==> config.mk <==
export PLATFORM = sky130hd
export DESIGN_NAME = dma_chan_seq
export DESIGN_NICKNAME = d
export VERILOG_FILES = /design/src/rtl/dma_chan_pkg.sv /design/src/rtl/dma_addr_reg.sv /design/src/rtl/dma_count_unit.sv /design/src/rtl/dma_xfer_ctl.sv /design/src/rtl/dma_chan_seq.sv
export SDC_FILE = /design/constraint.sdc
export NUM_CORES = 1
export LEC_CHECK = 0
export ABC_CLOCK_PERIOD_IN_PS = 3950
export BUFFER_PORTS_ARGS = -buffer_cell sky130_fd_sc_hd__buf_4
export CAP_MARGIN = 10
export CORE_ASPECT_RATIO = 0.75
export CORE_MARGIN = 3
export CORE_UTILIZATION = 58
export CTS_BUF_LIST = sky130_fd_sc_hd__clkbuf_16
export DETAILED_ROUTE_END_ITERATION = 12
export HOLD_SLACK_MARGIN = 0.02
export PLACE_DENSITY_LB_ADDON = 0.05
export RECOVER_POWER = 50
export REMOVE_ABC_BUFFERS = 1
export SYNTH_ARGS = -nofsm -noshare
export SYNTH_HDL_FRONTEND = slang
export SYNTH_SLANG_ARGS = --single-unit
export TNS_END_PERCENT = 1
==> constraint.sdc <==
create_clock -name clk -period 3.95 [get_ports clk]
set_clock_uncertainty 0.05 [all_clocks]
set_input_delay 0.395 -clock clk [delete_from_list [all_inputs] [get_ports clk]]
set_output_delay 0.395 -clock clk [all_outputs]
set_load 0.01 [all_outputs]
==> src/rtl/dma_chan_pkg.sv <==
`timescale 1ns/1ps
package dma_chan_pkg;

    typedef enum logic [1:0] {
        SYNC_FREE = 2'b00,
        SYNC_SRC  = 2'b01,
        SYNC_DST  = 2'b10,
        SYNC_OFF  = 2'b11
    } sync_e;

    typedef enum logic [1:0] {
        SEL_CTRL = 2'd0,
        SEL_SRC  = 2'd1,
        SEL_DST  = 2'd2,
        SEL_CNT  = 2'd3
    } reg_sel_e;

    typedef enum logic [1:0] {
        XS_IDLE  = 2'd0,
        XS_READ  = 2'd1,
        XS_WRITE = 2'd2
    } xfer_state_e;

    typedef enum logic [1:0] {
        STEP_HOLD = 2'd0,
        STEP_UP   = 2'd1,
        STEP_DOWN = 2'd2
    } step_e;

    // Per-address configuration: space and step bits
    typedef struct packed {
        logic mem;
        logic dec;
        logic inc;
    } side_cfg_t;

    // Decoded control word (only the bits the channel acts on)
    typedef struct packed {
        side_cfg_t dst;
        side_cfg_t src;
        logic      tc;
        logic      irq_en;
        sync_e     sync;
        logic      timer;
        logic      word;
    } ctrl_t;

    // Parked after reset: pacing code 11, everything else clear
    localparam ctrl_t CTRL_RESET = ctrl_t'(12'h00C);

    function automatic step_e step_of(input logic inc, input logic dec);
        if (inc && !dec)      return STEP_UP;
        else if (dec && !inc) return STEP_DOWN;
        else                  return STEP_HOLD;
    endfunction

endpackage

==> src/rtl/dma_addr_reg.sv <==
`timescale 1ns/1ps
module dma_addr_reg
    import dma_chan_pkg::*;
#(
    parameter int AW = 20
) (
    input  logic          clk,
    input  logic          rst,
    input  logic          load,
    input  logic [AW-1:0] load_val,
    input  logic          adv,
    input  logic          inc,
    input  logic          dec,
    input  logic          word,
    output logic [AW-1:0] addr
);
    localparam logic [AW-1:0] UNIT = AW'(1);

    logic [AW-1:0] stride;
    logic [AW-1:0] nxt;

    assign stride = word ? (UNIT << 1) : UNIT;

    always_comb begin
        case (step_of(inc, dec))
            STEP_UP:   nxt = addr + stride;
            STEP_DOWN: nxt = addr - stride;
            default:   nxt = addr;
        endcase
    end

    // A software load takes priority over the end-of-transfer step
    always_ff @(posedge clk) begin
        if (rst)       addr <= '0;
        else if (load) addr <= load_val;
        else if (adv)  addr <= nxt;
    end
endmodule

==> src/rtl/dma_count_unit.sv <==
`timescale 1ns/1ps
module dma_count_unit #(
    parameter int CW = 16
) (
    input  logic          clk,
    input  logic          rst,
    input  logic          load,
    input  logic [CW-1:0] load_val,
    input  logic          adv,
    output logic [CW-1:0] count,
    output logic          last
);
    localparam logic [CW-1:0] ONE = CW'(1);

    // The transfer in flight brings the count to zero
    assign last = (count == ONE);

    always_ff @(posedge clk) begin
        if (rst)       count <= '0;
        else if (load) count <= load_val;
        else if (adv)  count <= count - ONE;
    end
endmodule

==> src/rtl/dma_xfer_ctl.sv <==
`timescale 1ns/1ps
module dma_xfer_ctl
    import dma_chan_pkg::*;
(
    input  logic        clk,
    input  logic        rst,
    input  logic        tc,
    input  logic        irq_en,
    input  sync_e       sync,
    input  logic        timer,
    input  logic        src_drq,
    input  logic        dst_drq,
    input  logic        tmr_drq,
    input  logic        irq_ack,
    input  logic        ctrl_wr,
    input  logic        cnt_last,
    output xfer_state_e state,
    output logic        xfer_done,
    output logic        irq
);
    logic want;
    logic halted;
    logic stop_rule;
    logic run_end;
    logic irq_set;

    // Pacing source: the timer line overrides the sync code
    always_comb begin
        if (timer) begin
            want = tmr_drq;
        end else begin
            case (sync)
                SYNC_FREE: want = 1'b1;
                SYNC_SRC:  want = src_drq;
                SYNC_DST:  want = dst_drq;
                default:   want = 1'b0;
            endcase
        end
    end

    assign stop_rule = tc | (!timer && (sync == SYNC_FREE));
    assign xfer_done = (state == XS_WRITE);
    assign run_end   = xfer_done & cnt_last & stop_rule;
    assign irq_set   = run_end & tc & irq_en;

    always_ff @(posedge clk) begin
        if (rst) begin
            state <= XS_IDLE;
        end else begin
            case (state)
                XS_IDLE:  if (want && !halted && !ctrl_wr) state <= XS_READ;
                XS_READ:  state <= XS_WRITE;
                default:  state <= XS_IDLE;
            endcase
        end
    end

    always_ff @(posedge clk) begin
        if (rst)          halted <= 1'b0;
        else if (ctrl_wr) halted <= 1'b0;
        else if (run_end) halted <= 1'b1;
    end

    always_ff @(posedge clk) begin
        if (rst)          irq <= 1'b0;
        else if (ctrl_wr) irq <= 1'b0;
        else if (irq_set) irq <= 1'b1;
        else if (irq_ack) irq <= 1'b0;
    end
endmodule

==> src/rtl/dma_chan_seq.sv <==
`timescale 1ns/1ps
module dma_chan_seq
    import dma_chan_pkg::*;
#(
    parameter int AW = 20,
    parameter int DW = 16,
    parameter int CW = 16
) (
    input  logic          clk,
    input  logic          rst,
    input  logic          reg_we,
    input  logic [1:0]    reg_sel,
    input  logic [AW-1:0] reg_wdata,
    input  logic          src_drq,
    input  logic          dst_drq,
    input  logic          tmr_drq,
    input  logic          irq_ack,
    output logic          bus_req,
    output logic          bus_we,
    output logic          bus_mem,
    output logic          bus_word,
    output logic [AW-1:0] bus_addr,
    output logic [DW-1:0] bus_wdata,
    input  logic [DW-1:0] bus_rdata,
    output logic          irq
);
    ctrl_t         ctrl_q;
    ctrl_t         ctrl_d;
    logic          ctrl_wr;
    logic          src_wr;
    logic          dst_wr;
    logic          cnt_wr;
    logic [AW-1:0] src_q;
    logic [AW-1:0] dst_q;
    logic [CW-1:0] cnt_q;
    logic          cnt_last;
    logic [DW-1:0] data_q;
    xfer_state_e   state;
    logic          xfer_done;

    assign ctrl_wr = reg_we && (reg_sel == SEL_CTRL);
    assign src_wr  = reg_we && (reg_sel == SEL_SRC);
    assign dst_wr  = reg_we && (reg_sel == SEL_DST);
    assign cnt_wr  = reg_we && (reg_sel == SEL_CNT);

    // Control word field positions
    always_comb begin
        ctrl_d.dst.mem = reg_wdata[15];
        ctrl_d.dst.dec = reg_wdata[14];
        ctrl_d.dst.inc = reg_wdata[13];
        ctrl_d.src.mem = reg_wdata[12];
        ctrl_d.src.dec = reg_wdata[11];
        ctrl_d.src.inc = reg_wdata[10];
        ctrl_d.tc      = reg_wdata[9];
        ctrl_d.irq_en  = reg_wdata[8];
        ctrl_d.sync    = sync_e'(reg_wdata[7:6]);
        ctrl_d.timer   = reg_wdata[4];
        ctrl_d.word    = reg_wdata[0];
    end

    always_ff @(posedge clk) begin
        if (rst)          ctrl_q <= CTRL_RESET;
        else if (ctrl_wr) ctrl_q <= ctrl_d;
    end

    dma_addr_reg #(.AW(AW)) u_src (
        .clk      (clk),
        .rst      (rst),
        .load     (src_wr),
        .load_val (reg_wdata),
        .adv      (xfer_done),
        .inc      (ctrl_q.src.inc),
        .dec      (ctrl_q.src.dec),
        .word     (ctrl_q.word),
        .addr     (src_q)
    );

    dma_addr_reg #(.AW(AW)) u_dst (
        .clk      (clk),
        .rst      (rst),
        .load     (dst_wr),
        .load_val (reg_wdata),
        .adv      (xfer_done),
        .inc      (ctrl_q.dst.inc),
        .dec      (ctrl_q.dst.dec),
        .word     (ctrl_q.word),
        .addr     (dst_q)
    );

    dma_count_unit #(.CW(CW)) u_cnt (
        .clk      (clk),
        .rst      (rst),
        .load     (cnt_wr),
        .load_val (reg_wdata[CW-1:0]),
        .adv      (xfer_done),
        .count    (cnt_q),
        .last     (cnt_last)
    );

    dma_xfer_ctl u_ctl (
        .clk       (clk),
        .rst       (rst),
        .tc        (ctrl_q.tc),
        .irq_en    (ctrl_q.irq_en),
        .sync      (ctrl_q.sync),
        .timer     (ctrl_q.timer),
        .src_drq   (src_drq),
        .dst_drq   (dst_drq),
        .tmr_drq   (tmr_drq),
        .irq_ack   (irq_ack),
        .ctrl_wr   (ctrl_wr),
        .cnt_last  (cnt_last),
        .state     (state),
        .xfer_done (xfer_done),
        .irq       (irq)
    );

    // Read data is held for the write cycle that follows
    always_ff @(posedge clk) begin
        if (rst)                    data_q <= '0;
        else if (state == XS_READ)  data_q <= bus_rdata;
    end

    always_comb begin
        bus_req   = (state != XS_IDLE);
        bus_we    = (state == XS_WRITE);
        bus_mem   = bus_we ? ctrl_q.dst.mem : ctrl_q.src.mem;
        bus_addr  = bus_we ? dst_q : src_q;
        bus_word  = ctrl_q.word;
        bus_wdata = data_q;
    end
endmodule

==> impl_metrics.py, run 1 <==
metrics = {
    "layout": {
        "design_area_um2": 6790,
        "fin_nets": 928,
        "diodes": 0,
        "drive_gt1_share_pct": 13.0,
        "final_cell_mix": "181 x nand2_1, 88 x dfxtp_1, 79 x nor2_1",
        "syn_to_final_growth_pct": 13.3,
        "layout_commonest_cell": "nand2_1",
    },
    "clocking": {
        "max-clock-path-buffers": 2,
        "cts_repair_resize_count": 0,
        "htree_levels": 3,
        "clkSinkCount": 88,
        "cts_setup_buffers": 0,
        "worst_skew_pair.late_latency_ns": 0.35,
        "hold_buffers": 0,
        "path_clk_slew_ns": 0.07,
        "cts_root_buffer": "clkbuf_16",
        "cts_tree": "yes",
        "cts_buffers": 9,
    },
    "power": {
        "p_leak_nw": 2.45,
        "p_sw_share_pct": 29.2,
        "p_sw_w": 0.000671,
        "seq_power_share_pct": 43.3,
        "p_per_area_nw_per_um2": 339,
        "max-vdd-ir-drop_mv": 0.216,
        "clockPowerShare_pct": 41.6,
        "combPwrFrac_pct": 15.1,
        "total_power_w": 0.00230,
        "intPower_w": 0.00163,
    },
    "floorplan": {
        "num_io_pins": 86,
        "num_rows": 31,
        "die_area_um2": 11600,
        "die_w_um": 123,
        "die_h_um": 94.0,
        "start_util_pct": 60.8,
        "core_area_um2": 9850,
    },
    "critical_path": {
        "r2r_setup_slack_ns": 0.69,
        "cp_max_fo": 27,
        "cp-end-kind": "flip-flop",
        "crit_type": "flip-flop to flip-flop",
        "cp-endpoint": "u_src.addr[13]$_SDFFE_PP0P_",
        "r2r_start": "ctrl_q[6]$_SDFFE_PP0P_",
        "startpoint": "ctrl_q[6]$_SDFFE_PP0P_",
        "cp.required_ns": 4.15,
        "rr_endpoint": "u_src.addr[13]$_SDFFE_PP0P_",
        "startpoint_type": "flip-flop",
        "cp.arrival_ns": 3.46,
        "reg2reg_depth": 8,
    },
    "detailed_routing": {
        "dr_wl_met2_um": 8300,
        "ant_nets": 0,
        "wl_per_cell_um": 18.7,
        "drt-met1-wl_um": 8470,
        "drt_iter0_drc": 805,
        "dr_wl_met3_um": 1700,
        "first_pass_iters": 6,
        "post_drt_via_cell_ratio": 6.37,
        "drc": 0,
        "highest_layer": "met4",
        "vias": 6444,
        "wirelength_um": 18900,
    },
    "global_routing": {
        "grt.overflow.total": 0,
        "grt_pass1_vias": 5862,
        "grt_max_degree": 78,
        "grt_use_total_pct": 32.4,
        "grt_pass1_wl_um": 29500,
        "antenna_found_initial": 0,
    },
    "sta": {
        "max_freq_mhz": 307,
        "min_period_ns": 3.26,
        "rsz0062_at_grt": "false",
        "worst_pin_slew_ns": 1.75,
        "setup_viol": 0,
        "period_share_pct": 82.6,
        "fin_tns_setup_ns": 0,
        "slew_viol_final": 78,
        "hold-worst-slack_ns": 0.248,
        "slew-limit-headroom_pct": -16.7,
        "hold_viol_final": 0,
    },
    "status": {
        "outcome": "complete, but fails checks",
        "violations": "max-capacitance violations, max-slew violations",
    },
    "logic_synthesis": {
        "seq_area_frac_synth_pct": 29.4,
        "synth.mux.area_fraction_pct": 2.34,
        "synth_seq_cells": 88,
        "synth-simple-area-share_pct": 34.5,
        "synth_edf_count": 0,
        "synthFlopType": "dfxtp_1",
        "synth_warnings": 0,
        "async_reset_ff_share_pct": 0,
        "synth_top_family_by_area": "simple AND/OR/NAND/NOR gates",
        "synth-xor-area-share_pct": 5.27,
        "syn-cell-area_um2": 5990,
        "synth_cell_types": 77,
        "syn_avg_cell_area_um2": 7.13,
        "synthCells": 840,
        "synthAdderAreaFrac_pct": 1.92,
        "synth-compound-area-share_pct": 20.6,
    },
    "placement": {
        "placement.cell_area_um2": 6560,
        "port_buffers": 85,
        "hpwl_um": 13100,
        "gp_congestion": 0.953,
    },
    "worst_hold_path": {
        "holdCritPathClass": "input pin to flip-flop",
    },
    "run": {
        "drv_cap": 1,
    },
}
metal layers:
| metal | vias to the layer above | GRT usage (%) |
|---|---|---|
| met3 | 43 | 6.08 |
| met2 | 333 | 48.0 |
| met5 | - | 0 |
| li1 | 3035 | - |
| met4 | 0 | 11.2 |
| met1 | 3033 | 46.8 |
Yosys cell counts (3+ instances only):
master | count | area share [%]
nor4_2 | 3 | 0.63
o22ai_1 | 4 | 0.42
a22oi_2 | 3 | 0.63
ha_1 | 6 | 1.3
a221oi_2 | 3 | 0.75
or3_1 | 20 | 2.1
buf_2 | 23 | 1.9
nand2_1 | 181 | 11
xnor2_1 | 22 | 3.2
o21ai_1 | 11 | 0.92
inv_1 | 12 | 0.75
a21oi_1 | 66 | 5.5
a211oi_1 | 24 | 3.0
and3_1 | 8 | 0.84
nor4_1 | 10 | 1.0
o21ai_0 | 26 | 2.2
clkbuf_1 | 38 | 2.4
nor3_2 | 4 | 0.67
mux2i_1 | 14 | 2.3
nor2_1 | 79 | 5.0
nor3_1 | 22 | 1.8
nand3b_1 | 5 | 0.63
o211ai_1 | 6 | 0.75
xor2_1 | 14 | 2.0
nor2b_1 | 8 | 0.84
a31oi_1 | 4 | 0.42
nor4b_1 | 3 | 0.44
nand3_1 | 25 | 2.1
or4_1 | 4 | 0.50
buf_1 | 7 | 0.44
nor3b_1 | 4 | 0.50
a311oi_1 | 9 | 1.3
and2_1 | 4 | 0.42
dfxtp_1 | 88 | 29
or2_2 | 4 | 0.42
nand2b_1 | 7 | 0.73
nand4_1 | 20 | 2.1
critical path, stage by stage, from the launching register on:
cell and delay [ns]:
dfxtp_1 0.40, nand2b_1 0.15, clkbuf_1 0.87, o2111ai_1 0.51, a221oi_2 0.52, mux2i_1 0.27
xor2_1 0.17, nand2_1 0.07, a21oi_1 0.15
worst min-delay path by stage:
stage | from | to | slack, ns | depth (start not counted)
after floorplan | u_ctl.halted$_SDFFE_PP0P_ | u_ctl.state[0]$_SDFFE_PP0P_ | 0.35 | 1
after global placement | u_ctl.halted$_SDFFE_PP0P_ | u_ctl.state[0]$_SDFFE_PP0P_ | 0.37 | 1
after detailed placement | u_ctl.halted$_SDFFE_PP0P_ | u_ctl.state[0]$_SDFFE_PP0P_ | 0.37 | 1
after CTS | bus_rdata[12] | bus_wdata[12]$_SDFFE_PP0N_ | 0.24 | 3
after global routing | bus_rdata[0] | bus_wdata[0]$_SDFFE_PP0N_ | 0.25 | 3
final | bus_rdata[13] | bus_wdata[13]$_SDFFE_PP0N_ | 0.25 | 3
logic make-up after synthesis:
| family | Yosys count |
|---|---|
| AO/OA/AOI/OAI | 184 |
| buffers and inverters | 84 |
| adder cells (fa/ha/maj) | 8 |
| multiplexers | 14 |
| XOR/XNOR | 36 |
| AND/OR/NAND/NOR | 426 |
| flip-flops | 88 |
registers in the layout, summed over array words and instances (netlist names):
name          count
u_dst.addr       20
u_src.addr       20
bus_wdata        16
u_cnt.count      16
ctrl_q           11
u_ctl.state       2
bus_word          1
u_ctl.halted      1
u_ctl.irq         1
power by group through the flow:
stage          logic, W  registers, W  clock network, W
2_1_floorplan  0.000198      0.000995                 0
3_3_place_gp   0.000335       0.00101                 0
3_5_place_dp   0.000344       0.00101                 0
4_1_cts        0.000346      0.000992          0.000965
5_1_grt        0.000378       0.00100           0.00100
6_report       0.000347      0.000996          0.000959
area by class of cell:
type / instances / area, µm²
inverters: 13 / 48.8
clock buffers: 9 / 225
repair buffers: 95 / 617
fillers: 900 / 3070
well taps: 132 / 165
clock inverters: 7 / 101
multi-input cells: 668 / 3870
flip-flops and latches: 88 / 1760
per-stage QoR:
stage | setup slack [ns] | util [%] | cells
finish | 0.688 | 68.9 | 1012
global route | 0.388 | 68.9 | 1012
CTS | 0.953 | 69.9 | 1012
detailed placement | 0.985 | 66.5 | 996
global placement | 1.09 | 66.5 | 996
floorplan | 0.931 | - | 769
(Power assumes the default switching activity.)
==> inputs of run 2 (changes only) <==
--- a/config.mk
+++ b/config.mk
@@ -5,7 +5,7 @@
 export SDC_FILE = /design/constraint.sdc
 export NUM_CORES = 1
 export LEC_CHECK = 0
-export ABC_CLOCK_PERIOD_IN_PS = 3950
+export ABC_CLOCK_PERIOD_IN_PS = 3200
 export BUFFER_PORTS_ARGS = -buffer_cell sky130_fd_sc_hd__buf_4
 export CAP_MARGIN = 10
 export CORE_ASPECT_RATIO = 0.75
==> constraint.sdc (replaced) <==
create_clock -name clk -period 3.2 [get_ports clk]
set_clock_uncertainty 0.05 [all_clocks]
set_input_delay 0.32 -clock clk [delete_from_list [all_inputs] [get_ports clk]]
set_output_delay 0.32 -clock clk [all_outputs]
set_load 0.01 [all_outputs]
==> run 2 against run 1 <==
  * The run still ends with max-capacitance violations, max-slew violations left
  * Setup slack worse by 0.28 ns
  * Clock power is 14% higher
  * Utilization is 0.11 points lower
  * Highest routed layer unchanged
  * Sequential power is 23% higher
  * Largest cell class unchanged
  * Cell count is 0.30% higher
  * Sequential share of layout area hardly changed
  * Global-route usage is 0.56 points lower
  * Design area is 0.17% lower
  * Routed wire length is 2.6% lower
==> impl_metrics.py, run 2 (same netlist as run 1, synthesis figures left out) <==
metrics = {
    "status": {
        "outcome": "complete, but fails checks",
        "violations": "max-capacitance violations, max-slew violations",
    },
    "clocking": {
        "cts_repair_resize_count": 0,
        "htree_levels": 3,
        "cts_root_buffer": "clkbuf_16",
        "path_clk_slew_ns": 0.07,
        "cts_tree": "yes",
        "clkSinkCount": 88,
        "cts_setup_buffers": 0,
        "hold_buffers": 0,
        "worst_skew_pair.late_latency_ns": 0.35,
        "max-clock-path-buffers": 2,
        "cts_buffers": 9,
    },
    "detailed_routing": {
        "drc": 0,
        "wirelength_um": 18400,
        "post_drt_via_cell_ratio": 6.33,
        "first_pass_iters": 5,
        "ant_nets": 0,
        "wl_per_cell_um": 18.1,
        "drt_iter0_drc": 726,
        "vias": 6423,
    },
    "power": {
        "p_leak_nw": 2.44,
        "p_per_area_nw_per_um2": 405,
        "max-vdd-ir-drop_mv": 0.255,
        "total_power_w": 0.00274,
    },
    "critical_path": {
        "cp.depth": 10,
        "cp.required_ns": 3.41,
        "cp_slowest_stage_delay_ns": 0.41,
        "cp-end-kind": "flip-flop",
        "cp_slowest_cell": "a2111oi_1",
        "rr_endpoint": "u_dst.addr[11]$_SDFFE_PP0P_",
        "cp_cell_sequence": "nand2b_1 -> nor2_1 -> ha_1 -> nor2b_1 -> o31ai_4 -> a22oi_2 -> a2111oi_1 -> o21ai_1 -> or2_0 -> a311oi_2",
        "path_buf_inv": 0,
        "crit_type": "flip-flop to flip-flop",
        "cp.arrival_ns": 3.00,
        "r2r_setup_slack_ns": 0.41,
        "r2r_start": "ctrl_q[9]$_SDFFE_PP0P_",
        "startpoint_type": "flip-flop",
        "cp_top_family": "compound AO/OA/AOI/OAI gates",
        "reg2reg_depth": 10,
        "cp_max_fo": 6,
    },
    "sta": {
        "max_freq_mhz": 358,
        "min_period_ns": 2.79,
        "setup_viol": 0,
        "rsz0062_at_grt": "false",
        "period_share_pct": 87.2,
        "slew-limit-headroom_pct": -12.2,
        "worst_pin_slew_ns": 1.68,
        "fin_tns_setup_ns": 0,
        "hold_viol_final": 0,
        "slew_viol_final": 40,
    },
    "layout": {
        "drive_gt1_share_pct": 12.9,
        "top_regs": "u_dst.addr (20), u_src.addr (20)",
        "syn_to_final_growth_pct": 13.1,
        "layout_commonest_cell": "nand2_1",
        "fin_nets": 931,
        "diodes": 0,
        "final_cell_mix": "181 x nand2_1, 88 x dfxtp_1, 79 x nor2_1",
    },
    "worst_hold_path": {
        "worstHoldPathCells": 3,
        "holdPathEnd": "bus_wdata[4]$_SDFFE_PP0N_",
        "worstHoldStart": "bus_rdata[4]",
        "holdCritPathClass": "input pin to flip-flop",
    },
    "floorplan": {
        "core_area_um2": 9850,
        "die_h_um": 94.0,
        "num_rows": 31,
        "die_w_um": 123,
        "die_area_um2": 11600,
        "num_io_pins": 86,
        "start_util_pct": 60.8,
    },
    "global_routing": {
        "grt_use_total_pct": 31.8,
        "antenna_found_initial": 0,
        "grt_pass1_vias": 5701,
        "grt_max_degree": 40,
        "grt.overflow.total": 0,
        "grt_pass1_wl_um": 29000,
    },
    "placement": {
        "port_buffers": 85,
        "hpwl_um": 13200,
        "gp_congestion": 0.940,
    },
    "run": {
        "drv_cap": 1,
    },
}
## run 2: worst max path at each step
stage,start,to
6_report,ctrl_q[9]$_SDFFE_PP0P_,u_dst.addr[11]$_SDFFE_PP0P_
2_1_floorplan,ctrl_q[6]$_SDFFE_PP0P_,u_src.addr[8]$_SDFFE_PP0P_
3_3_place_gp,ctrl_q[9]$_SDFFE_PP0P_,u_dst.addr[11]$_SDFFE_PP0P_
4_1_cts,ctrl_q[9]$_SDFFE_PP0P_,u_dst.addr[11]$_SDFFE_PP0P_
3_5_place_dp,ctrl_q[9]$_SDFFE_PP0P_,u_dst.addr[11]$_SDFFE_PP0P_
5_1_grt,ctrl_q[9]$_SDFFE_PP0P_,u_dst.addr[11]$_SDFFE_PP0P_
## run 2: tightest hold or removal path: stages
cell	delay (ns)
buf_4	0.11
nand2_1	0.04
a21oi_1	0.05
## run 2: final cells by class
cell class | count | area [µm²]
fill | 883 | 3080
sequential | 88 | 1760
clock inverter | 7 | 76.3
clock buffer | 9 | 225
inverter | 13 | 48.8
multi-input combinational | 668 | 3870
timing repair buffer | 98 | 631
tap | 132 | 165
## run 2: per-layer routing
layer	wire length (µm)	share of wire (%)	track usage, %
met5	0	0	0
met4	337	1.8	8.11
met3	2030	11	6.02
met2	8020	44	47.8
met1	8030	44	46.6
## run 2: metrics by stage
step	worst slack [ns]	util (%)	instance area (µm²)	hold slack (ns)	std cells
after floorplan	0.181	-	5680	0.335	769
after global placement	0.572	66.8	6580	0.366	999
after detailed placement	0.476	66.8	6580	0.366	999
after CTS	0.445	69.8	6880	0.166	1015
after global routing	0.0913	68.8	6770	0.179	1015
final	0.410	68.8	6770	0.172	1015
## run 2: power by group
group          switching, W  internal (W)  total (W)
logic              0.000251      0.000171   0.000422
registers         0.0000851       0.00115    0.00123
clock network      0.000480      0.000613    0.00109
==> inputs of run 3 (changes only) <==
--- a/config.mk
+++ b/config.mk
@@ -6,13 +6,13 @@
 export NUM_CORES = 1
 export LEC_CHECK = 0
 export ABC_CLOCK_PERIOD_IN_PS = 3200
-export BUFFER_PORTS_ARGS = -buffer_cell sky130_fd_sc_hd__buf_4
 export CAP_MARGIN = 10
 export CORE_ASPECT_RATIO = 0.75
 export CORE_MARGIN = 3
-export CORE_UTILIZATION = 58
+export CORE_UTILIZATION = 64
 export CTS_BUF_LIST = sky130_fd_sc_hd__clkbuf_16
 export DETAILED_ROUTE_END_ITERATION = 12
+export DONT_BUFFER_PORTS = 1
 export HOLD_SLACK_MARGIN = 0.02
 export PLACE_DENSITY_LB_ADDON = 0.05
 export RECOVER_POWER = 50
==> run 3 against run 2 <==
  * Critical endpoint is now u_src.addr[8]$_SDFFE_PP0P_
  * Design area shrank 7.8%
  * The flow now finishes without violations
  * Combinational power down 19%
  * Critical path type unchanged
  * First-iteration DRC count is 25% higher
  * Die area shrank 8.9%
  * Sequential share of layout area increased by 2.2 points
  * Register-to-register slack worse by 0.12 ns
  * Routed wire length down 0.41%
==> impl_metrics.py, run 3 (same netlist as run 1, synthesis figures left out) <==
metrics = {
    "sta": {
        "fin_tns_setup_ns": 0,
        "min_period_ns": 2.91,
        "setup_viol": 0,
        "slew-limit-headroom_pct": 14.3,
        "slew_viol_final": 0,
        "period_share_pct": 90.9,
        "worst_pin_slew_ns": 1.29,
        "rsz0062_at_grt": "false",
        "max_freq_mhz": 344,
        "hold_viol_final": 0,
    },
    "critical_path": {
        "cp_cell_sequence": "clkbuf_1 -> nor2_1 -> fa_1 -> or3_1 -> or2_1 -> nor3_1 -> a31oi_1 -> or3_1 -> a311oi_1",
        "reg2reg_depth": 9,
        "cp_slowest_cell": "fa_1",
        "critical_path.most_common_cell": "or3_1",
        "cp.depth": 9,
        "path_buf_inv": 1,
        "cp_top_family": "simple AND/OR/NAND/NOR gates",
        "cp.arrival_ns": 3.12,
        "cp.required_ns": 3.42,
        "r2r_setup_slack_ns": 0.29,
        "cp-end-kind": "flip-flop",
        "cp_max_fo": 5,
        "crit_type": "flip-flop to flip-flop",
        "cp_slowest_stage_delay_ns": 0.52,
        "startpoint_type": "flip-flop",
    },
    "clocking": {
        "clkSinkCount": 88,
        "htree_levels": 3,
        "cts_tree": "yes",
        "cts_repair_resize_count": 0,
        "path_clk_slew_ns": 0.08,
        "cts_root_buffer": "clkbuf_16",
        "worst_skew_pair.late_latency_ns": 0.35,
        "cts_buffers": 9,
        "max-clock-path-buffers": 2,
    },
    "power": {
        "intPower_w": 0.00182,
        "p_sw_share_pct": 30.8,
        "clockPowerShare_pct": 40.3,
        "seq_power_share_pct": 46.7,
        "p_sw_w": 0.000810,
        "p_leak_nw": 2.13,
        "max-vdd-ir-drop_mv": 0.364,
        "combPwrFrac_pct": 13.0,
        "p_per_area_nw_per_um2": 422,
    },
    "floorplan": {
        "start_util_pct": 68.2,
        "num_io_pins": 86,
        "die_area_um2": 10600,
        "core_area_um2": 8780,
        "num_rows": 29,
        "die_h_um": 89.8,
        "die_w_um": 118,
    },
    "detailed_routing": {
        "drt_iter0_drc": 904,
        "ant_nets": 0,
        "first_pass_iters": 6,
        "post_drt_via_cell_ratio": 6.65,
        "wl_per_cell_um": 19.9,
        "vias": 6149,
        "wirelength_um": 18300,
        "drc": 0,
    },
    "layout": {
        "diodes": 0,
        "syn_to_final_growth_pct": 4.26,
        "final_cell_mix": "181 x nand2_1, 88 x dfxtp_1, 79 x nor2_1",
        "drive_gt1_share_pct": 7.12,
        "fin_nets": 848,
        "top_regs": "u_dst.addr (20), u_src.addr (20)",
        "layout_commonest_cell": "nand2_1",
        "fin_cells": 924,
    },
    "global_routing": {
        "grt_pass1_vias": 5542,
        "grt.overflow.total": 0,
        "antenna_found_initial": 0,
        "grt_pass1_wl_um": 29100,
        "grt_max_degree": 69,
        "grt_use_total_pct": 33.4,
    },
    "placement": {
        "place_inst": 907,
        "port_buffers": 0,
        "hpwl_um": 12800,
        "gp_congestion": 0.932,
    },
    "run": {
        "drv_cap": 0,
    },
    "worst_hold_path": {
        "worstHoldPathCells": 1,
        "holdCritPathClass": "input pin to flip-flop",
    },
    "status": {
        "outcome": "finished clean",
    },
}
-- run 3: cell count changes in the layout (fill, tap and decap cells not counted), moves of 3 or more --
cell,previous run,this run
buf_4,70,11
inv_6,3,0
clkbuf_1,28,3
inv_8,0,4
-- run 3: final cells by class --
type                       instances  area, µm²
clock buffer                       9        225
clock inverter                     7       70.1
fill                             766       2540
inverter                          13       48.8
multi-input combinational        668       3860
sequential                        88       1760
tap                              124        155
timing repair buffer              15        121
-- run 3: stage by stage --
stage / hold WS (ns) / total power, W / setup slack (ns) / utilization (%) / instance area, µm²
3_5_place_dp: 0.350 / 0.00157 / 0.468 / 67.6 / 5940
3_3_place_gp: 0.349 / 0.00155 / 0.599 / 67.6 / 5940
4_1_cts: 0.0356 / 0.00263 / 0.445 / 71.3 / 6260
6_report: 0.0419 / 0.00263 / 0.291 / 71.1 / 6240
5_1_grt: 0.0433 / 0.00271 / 0.120 / 71.1 / 6240
2_1_floorplan: 0.335 / 0.00147 / 0.181 / - / 5680
-- run 3: routing by layer --
metal  vias to the layer above  wire [µm]  global-route usage [%]
met3                        29       2070                    9.41
met4                         0        265                    7.41
met1                      2919       7650                    45.3
met5                         -          0                       0
met2                       321       8360                    53.1
li1                       2880          -                       -
-- run 3: final timing paths --
path	to	from
max	u_src.addr[8]$_SDFFE_PP0P_	bus_word$_SDFFE_PP0P_
min	u_dst.addr[16]$_SDFFE_PP0P_	rst
max reg2reg	u_src.addr[8]$_SDFFE_PP0P_	bus_word$_SDFFE_PP0P_
min reg2reg	u_ctl.state[0]$_SDFFE_PP0P_	u_ctl.halted$_SDFFE_PP0P_
-- run 3: repair_timing --
| item | 4_1_cts | 5_1_grt |
|---|---|---|
| setup endpoints to repair | 0 | 0 |
| hold buffers | 1 | 0 |
| buffers inserted | 0 | 0 |
| endpoints found under the hold margin | 68 | 0 |
-- run 3: power groups by stage --
stage	sequential (W)	combinational, W	clock (W)
6_report	0.00123	0.000343	0.00106
5_1_grt	0.00124	0.000378	0.00110
2_1_floorplan	0.00123	0.000245	0
3_5_place_dp	0.00125	0.000318	0
3_3_place_gp	0.00125	0.000306	0
4_1_cts	0.00123	0.000338	0.00106
-- run 3: worst register-to-register path, cell delays in order (launching register included) --
cell and delay (ns):
dfxtp_1 0.36, clkbuf_1 0.27, nor2_1 0.16, fa_1 0.52
or3_1 0.39, or2_1 0.28, nor3_1 0.17, a31oi_1 0.07
or3_1 0.31, a311oi_1 0.25
